File: config.mk
export PLATFORM = sky130hd
export DESIGN_NAME = cfgkey_regfile
export DESIGN_NICKNAME = d
export VERILOG_FILES = /design/src/rtl/cfgkey_pkg.sv /design/src/rtl/cfgkey_decode.sv /design/src/rtl/cfgkey_gate.sv /design/src/rtl/cfgkey_bank.sv /design/src/rtl/cfgkey_regfile.sv
export SDC_FILE = /design/constraint.sdc
export NUM_CORES = 1
export LEC_CHECK = 0
export ABC_AREA = 0
export ABC_CLOCK_PERIOD_IN_PS = 5900
export BUFFER_PORTS_ARGS = -buffer_cell sky130_fd_sc_hd__buf_2
export CAP_MARGIN = 25
export CORE_ASPECT_RATIO = 1.2
export CORE_MARGIN = 8
export CORE_UTILIZATION = 42
export DETAILED_ROUTE_END_ITERATION = 8
export PLACE_DENSITY_LB_ADDON = 0.08
export SETUP_SLACK_MARGIN = 0.1
export SLEW_MARGIN = 30
export SYNTH_ARGS = -nofsm -noshare
export SYNTH_HDL_FRONTEND = slang
export SYNTH_SLANG_ARGS = --single-unit
File: constraint.sdc
create_clock -name clk -period 5.9 [get_ports clk]
set_input_delay 0.59 -clock clk [delete_from_list [all_inputs] [get_ports clk]]
set_output_delay 0.59 -clock clk [all_outputs]
set_load 0.01 [all_outputs]
File: src/rtl/cfgkey_pkg.sv
package cfgkey_pkg;

    localparam int DATA_W = 8;

    typedef enum logic [1:0] {
        PORT_NONE = 2'd0,
        PORT_KEY  = 2'd1,
        PORT_IDX  = 2'd2,
        PORT_DAT  = 2'd3
    } port_e;

    typedef struct packed {
        logic              wr;
        logic              rd;
        port_e             port;
        logic [DATA_W-1:0] data;
    } bus_req_t;

    localparam logic [DATA_W-1:0] KEY_SEL1 = 8'h89;
    localparam logic [DATA_W-1:0] KEY_SEL0 = 8'h88;

    function automatic logic [DATA_W-1:0] key_for(input logic sel);
        return sel ? KEY_SEL1 : KEY_SEL0;
    endfunction

    // Default contents for register i (i >= 1): i times 11H.
    function automatic logic [DATA_W-1:0] reg_default(input int i);
        return DATA_W'(i * 17);
    endfunction

endpackage

File: src/rtl/cfgkey_decode.sv
module cfgkey_decode
    import cfgkey_pkg::*;
#(
    parameter int                ADDR_W    = 16,
    parameter logic [ADDR_W-1:0] BASE_ADDR = 16'h0250
) (
    input  logic [ADDR_W-1:0] io_addr,
    input  logic              io_wr,
    input  logic              io_rd,
    input  logic [DATA_W-1:0] io_wdata,
    output bus_req_t          req
);
    localparam logic [ADDR_W-1:0] ADDR_IDX = BASE_ADDR + ADDR_W'(1);
    localparam logic [ADDR_W-1:0] ADDR_DAT = BASE_ADDR + ADDR_W'(2);

    port_e port_d;

    always_comb begin
        if (io_addr == BASE_ADDR)     port_d = PORT_KEY;
        else if (io_addr == ADDR_IDX) port_d = PORT_IDX;
        else if (io_addr == ADDR_DAT) port_d = PORT_DAT;
        else                          port_d = PORT_NONE;
    end

    always_comb begin
        req.wr   = io_wr;
        req.rd   = io_rd;
        req.port = port_d;
        req.data = io_wdata;
    end
endmodule

File: src/rtl/cfgkey_gate.sv
module cfgkey_gate
    import cfgkey_pkg::*;
(
    input  logic              clk,
    input  logic              rst_cold,
    input  logic              rst_warm,
    input  logic              strap_keysel,
    input  bus_req_t          req,
    input  logic              lock_hit,
    output logic              unlocked,
    output logic [DATA_W-1:0] idx
);
    logic key_sel_q;
    logic key_wr;
    logic idx_wr;

    assign key_wr = req.wr && (req.port == PORT_KEY);
    assign idx_wr = req.wr && (req.port == PORT_IDX) && unlocked;

    // Strap capture: only a cold reset samples the pin.
    always_ff @(posedge clk) begin
        if (rst_cold) key_sel_q <= strap_keysel;
    end

    always_ff @(posedge clk) begin
        if (rst_cold || rst_warm) begin
            unlocked <= 1'b0;
            idx      <= '0;
        end else begin
            if (key_wr)        unlocked <= (req.data == key_for(key_sel_q));
            else if (lock_hit) unlocked <= 1'b0;
            if (idx_wr)        idx <= req.data;
        end
    end
endmodule

File: src/rtl/cfgkey_bank.sv
module cfgkey_bank
    import cfgkey_pkg::*;
#(
    parameter int NREG     = 12,
    parameter int LOCK_IDX = 9,
    parameter int LOCK_BIT = 6
) (
    input  logic                   clk,
    input  logic                   rst_cold,
    input  logic [DATA_W-1:0]      strap_val,
    input  bus_req_t               req,
    input  logic                   unlocked,
    input  logic [DATA_W-1:0]      idx,
    output logic [NREG*DATA_W-1:0] regs_flat,
    output logic [DATA_W-1:0]      rdata,
    output logic                   rdata_oe,
    output logic                   lock_hit
);
    logic [DATA_W-1:0] cr [NREG];
    logic              wr_en;
    logic              rd_en;
    logic              in_range;

    assign in_range = ({24'd0, idx} < 32'(NREG));
    assign wr_en    = req.wr && (req.port == PORT_DAT) && unlocked && in_range;
    assign rd_en    = req.rd && (req.port == PORT_DAT) && unlocked;
    assign lock_hit = wr_en && (idx == DATA_W'(LOCK_IDX)) && req.data[LOCK_BIT];

    for (genvar g = 0; g < NREG; g++) begin : g_reg
        logic [DATA_W-1:0] dflt;
        if (g == 0) begin : g_strap
            assign dflt = strap_val;
        end else begin : g_const
            assign dflt = reg_default(g);
        end

        always_ff @(posedge clk) begin
            if (rst_cold)                           cr[g] <= dflt;
            else if (wr_en && idx == DATA_W'(g))    cr[g] <= req.data;
        end

        assign regs_flat[g*DATA_W +: DATA_W] = cr[g];
    end

    always_comb begin
        rdata    = '1;
        rdata_oe = 1'b0;
        if (rd_en) begin
            rdata_oe = 1'b1;
            rdata    = '0;
            for (int i = 0; i < NREG; i++) begin
                if (idx == DATA_W'(i)) rdata = cr[i];
            end
        end
    end
endmodule

File: src/rtl/cfgkey_regfile.sv
module cfgkey_regfile
    import cfgkey_pkg::*;
#(
    parameter int                ADDR_W    = 16,
    parameter logic [ADDR_W-1:0] BASE_ADDR = 16'h0250,
    parameter int                NREG      = 12,
    parameter int                LOCK_IDX  = 9,
    parameter int                LOCK_BIT  = 6,
    localparam int               CFG_W     = NREG * DATA_W
) (
    input  logic              clk,
    input  logic              rst_cold,
    input  logic              rst_warm,
    input  logic              strap_keysel,
    input  logic [7:0]        strap_val,
    input  logic [ADDR_W-1:0] io_addr,
    input  logic              io_wr,
    input  logic              io_rd,
    input  logic [7:0]        io_wdata,
    output logic [7:0]        io_rdata,
    output logic              rdata_oe,
    output logic [CFG_W-1:0]  cfg_out
);
    bus_req_t          req;
    logic              unlocked_w;
    logic [DATA_W-1:0] idx_w;
    logic              lock_hit_w;

    cfgkey_decode #(.ADDR_W(ADDR_W), .BASE_ADDR(BASE_ADDR)) u_dec (
        .io_addr (io_addr),
        .io_wr   (io_wr),
        .io_rd   (io_rd),
        .io_wdata(io_wdata),
        .req     (req)
    );

    cfgkey_gate u_gate (
        .clk         (clk),
        .rst_cold    (rst_cold),
        .rst_warm    (rst_warm),
        .strap_keysel(strap_keysel),
        .req         (req),
        .lock_hit    (lock_hit_w),
        .unlocked    (unlocked_w),
        .idx         (idx_w)
    );

    cfgkey_bank #(.NREG(NREG), .LOCK_IDX(LOCK_IDX), .LOCK_BIT(LOCK_BIT)) u_bank (
        .clk      (clk),
        .rst_cold (rst_cold),
        .strap_val(strap_val),
        .req      (req),
        .unlocked (unlocked_w),
        .idx      (idx_w),
        .regs_flat(cfg_out),
        .rdata    (io_rdata),
        .rdata_oe (rdata_oe),
        .lock_hit (lock_hit_w)
    );
endmodule

==> impl_metrics.csv <==
group,metric,value,unit
outcome,outcome,"finished, final reports clean",
sta,fin_crit,3.560,ns
clock_tree,cts_root_buf,"clkbuf_16",
clock_tree,cts_sinks,106,
sta,setup_violations,0,
setup_path,max_stage_delay,0.77,ns
sta,rsz0062_at_grt,"false",
clock_tree,clk_latency,0.36,ns
sta,finalClockSkew,0.007543,ns
clock_tree,clk_pin_slew,0.08,ns
setup_path,ff2ff_path_depth,4,
sta,hold_violations,0,
setup_path,arrival,2.97,ns
routing,wirelength,18780,µm
floorplanning,dieArea,17490,µm²
global_routing,overflow,0,
floorplanning,ios,143,
setup_path,path_buf_inv,2,
global_routing,grt_pass1_vias,4772,
setup_path,end_kind,"primary output",
synthesis,syn_avg_cell_area,12.27,µm²
synthesis,ys_ff_latch,106,
setup_path,crit_cells,6,
job,maxCapViolCount,0,
clock_tree,htree_levels,3,
routing,vias,4461,
power_and_ir_drop,peakVddDrop,186.8,µV
power_and_ir_drop,power,1.620,mW
placement,numPortBuffers,142,
setup_path,worst-path-max-fanout,25,
routing,ant_nets,0,
hold_path,hold_depth,1,
setup_path,endpoint,"io_rdata[7]",
floorplanning,rows,46,
clock_tree,cts_tree,"yes",
floorplanning,core,13180,µm²
setup_path,cp_slowest_cell,"dfxtp_1",
synthesis,syn_nets,500,
floorplanning,die_h,143.3,µm
routing,drc_errors,0,
setup_path,rr_endpoint,"u_bank.cr[2][21]",
cells_and_area,fin_nets,621,
global_routing,antenna_found_initial,0,
setup_path,worstReg2RegStart,"u_gate.idx[3]",
power_and_ir_drop,power_leakage,2.478,nW
setup_path,required,5.31,ns
synthesis,synth_top_cell_area_share,0.5138,
synthesis,ys.flop_type,"edfxtp_1",
setup_path,crit_chain,"buf_4 -> nand2_1 -> or4_1 -> o21ai_0 -> o311ai_1 -> buf_2",
floorplanning,die_w,122.1,µm
clock_tree,postCtsSetupBuffers,0,
synthesis,synthCells,462,
routing,firstDrtPassIters,5,
synthesis,yosys.area.top_type,"edfxtp_1",
setup_path,startpoint,"u_gate.idx[1]",
cells_and_area,final_area,6748,µm²
sta,slew_headroom,0.4853,
setup_path,r2r_slack,2.88,ns
sta,tns,0,ns
clock_tree,cts_buffers,9,
clock_tree,ctsHoldBuffers,0,
floorplanning,start_util,0.4301,
setup_path,cp_top_family,"simple AND/OR/NAND/NOR gates",
hold_path,hold_path_class,"input pin to flip-flop",
routing,drt-initial-drc-count,419,
global_routing,grt_first_pass_wirelength,28220,µm
synthesis,synth_edf_count,97,
synthesis,ys_types,59,
synthesis,syn_area,5669,µm²
cells_and_area,diodes,0,
sta,max_freq,280.9,MHz
synthesis,synth_area_leaders,"edfxtp_1, nand2b_1, and2_1",
cells_and_area,drive_gt1_frac,0.3520,
global_routing,grt_use_total,0.2180,
sta,tightest_slew,0.7650,ns
sta,fin_crit_sh,0.6034,
setup_path,worstSetupStartpointType,"flip-flop",
setup_path,worstSetupPathType,"flip-flop to primary output",
global_routing,grt_max_degree,33,
cells_and_area,area_delta_synth_final,19.02,%
routing,post_drt_wl_per_cell,24.84,µm
synthesis,ys_seq_area_frac,0.5456,
power_and_ir_drop,powerDensity,240.2,nW/µm²
routing,viasPerCell,5.901,
placement,dp_hpwl,13980,µm
sta,timing.final.max_slew_violations,0,
synthesis,yosys_warnings,0,
placement,placed_area,6459,µm²
placement,globalplace.congestion,0.8562,
clock_tree,clockBufferDepth,2,
clock_tree,ctsResizeCount,0,
synthesis,async_flop_share,0,
sequential cells by signal, summed over array words and instances (netlist names):
name and count:
u_bank.cr 96, u_gate.idx 8, u_gate.key_sel_q 1, u_gate.unlocked 1
Yosys cell counts, types with 5 or more instances:
master    instances
nand2b_1         38
o21ai_0          16
a22o_1            6
nand4_1          13
nor2b_1           6
a21o_1            9
nor4_1           13
edfxtp_1         97
nand2_1          24
dfxtp_1           9
o211a_1           5
buf_2            10
nor3_1            6
mux2i_1          13
or4_1             9
nor2_1           11
nand3b_1          5
clkbuf_1         21
mux4_2            6
o311ai_1          6
mux2_2           18
a21oi_1          24
nor4_4           10
and2_1           35
placed cells by master (no fill, tap or decap), drive strengths merged, types with 7 or more instances in the layout:
cell	netlist	final
inv	3	7
or4	9	9
and2	36	36
o21ai	16	16
a21o	9	9
clkbuf	21	10
nand2	25	25
nand2b	38	38
nor4	23	23
mux2	18	18
mux2i	13	13
nor3	9	9
edfxtp	97	97
a21oi	24	24
nor2	11	11
buf	13	144
nand4	15	15
dfxtp	9	9
report_power, final:
group	total [mW]	leakage [nW]	internal, mW	switching, mW
Sequential	0.880	1.02	0.854	0.0253
Clock	0.595	0.141	0.298	0.298
Combinational	0.145	1.32	0.0567	0.0886
Total	1.62	2.48	1.21	0.412
area by class of cell:
class                      count  area, µm²
fill                        1214       6432
sequential                   106       3094
multi-input combinational    318       2416
timing repair buffer         144      725.7
clock buffer                  10      229.0
tap                          168      210.2
clock inverter                 6      57.56
inverter                       4      15.01
worst min-delay path by stage:
| stage | startpoint | end | slack, ns |
|---|---|---|---|
| 3_3_place_gp | u_gate.idx[5] | u_gate.idx[5] | 0.52 |
| 2_1_floorplan | u_gate.unlocked | u_gate.unlocked | 0.50 |
| 6_report | strap_keysel | u_gate.key_sel_q | 0.41 |
| 4_1_cts | strap_keysel | u_gate.key_sel_q | 0.39 |
| 3_5_place_dp | u_gate.unlocked | u_gate.unlocked | 0.53 |
| 5_1_grt | strap_keysel | u_gate.key_sel_q | 0.39 |
cells by family after synthesis:
family / Yosys count / synth area share
simple gates: 194 / 0.2375
buf+inv: 38 / 0.02869
mux: 37 / 0.08254
flops: 106 / 0.5456
xor+xnor: 1 / 0.001545
compound gates: 86 / 0.1042
per-layer routing:
layer | track usage | up-vias | wire length [µm]
li1 | - | 2015 | -
met1 | 0.2545 | 2195 | 7235
met2 | 0.3683 | 203 | 9415
met3 | 0.04228 | 48 | 1267
met4 | 0.1183 | 0 | 858
met5 | 0 | - | 0
per-stage QoR:
step                  util  hold slack (ns)  std cells  setup WS [ns]
finish              0.5120           0.4057        756          2.340
CTS                 0.5118           0.3937        756          2.290
global placement    0.4900           0.5206        740          2.749
floorplan                -           0.4990        462          3.421
detailed placement  0.4900           0.5316        740          2.688
global route        0.5120           0.3950        756          2.161
Note: power is estimated with default switching activity, not from simulation.
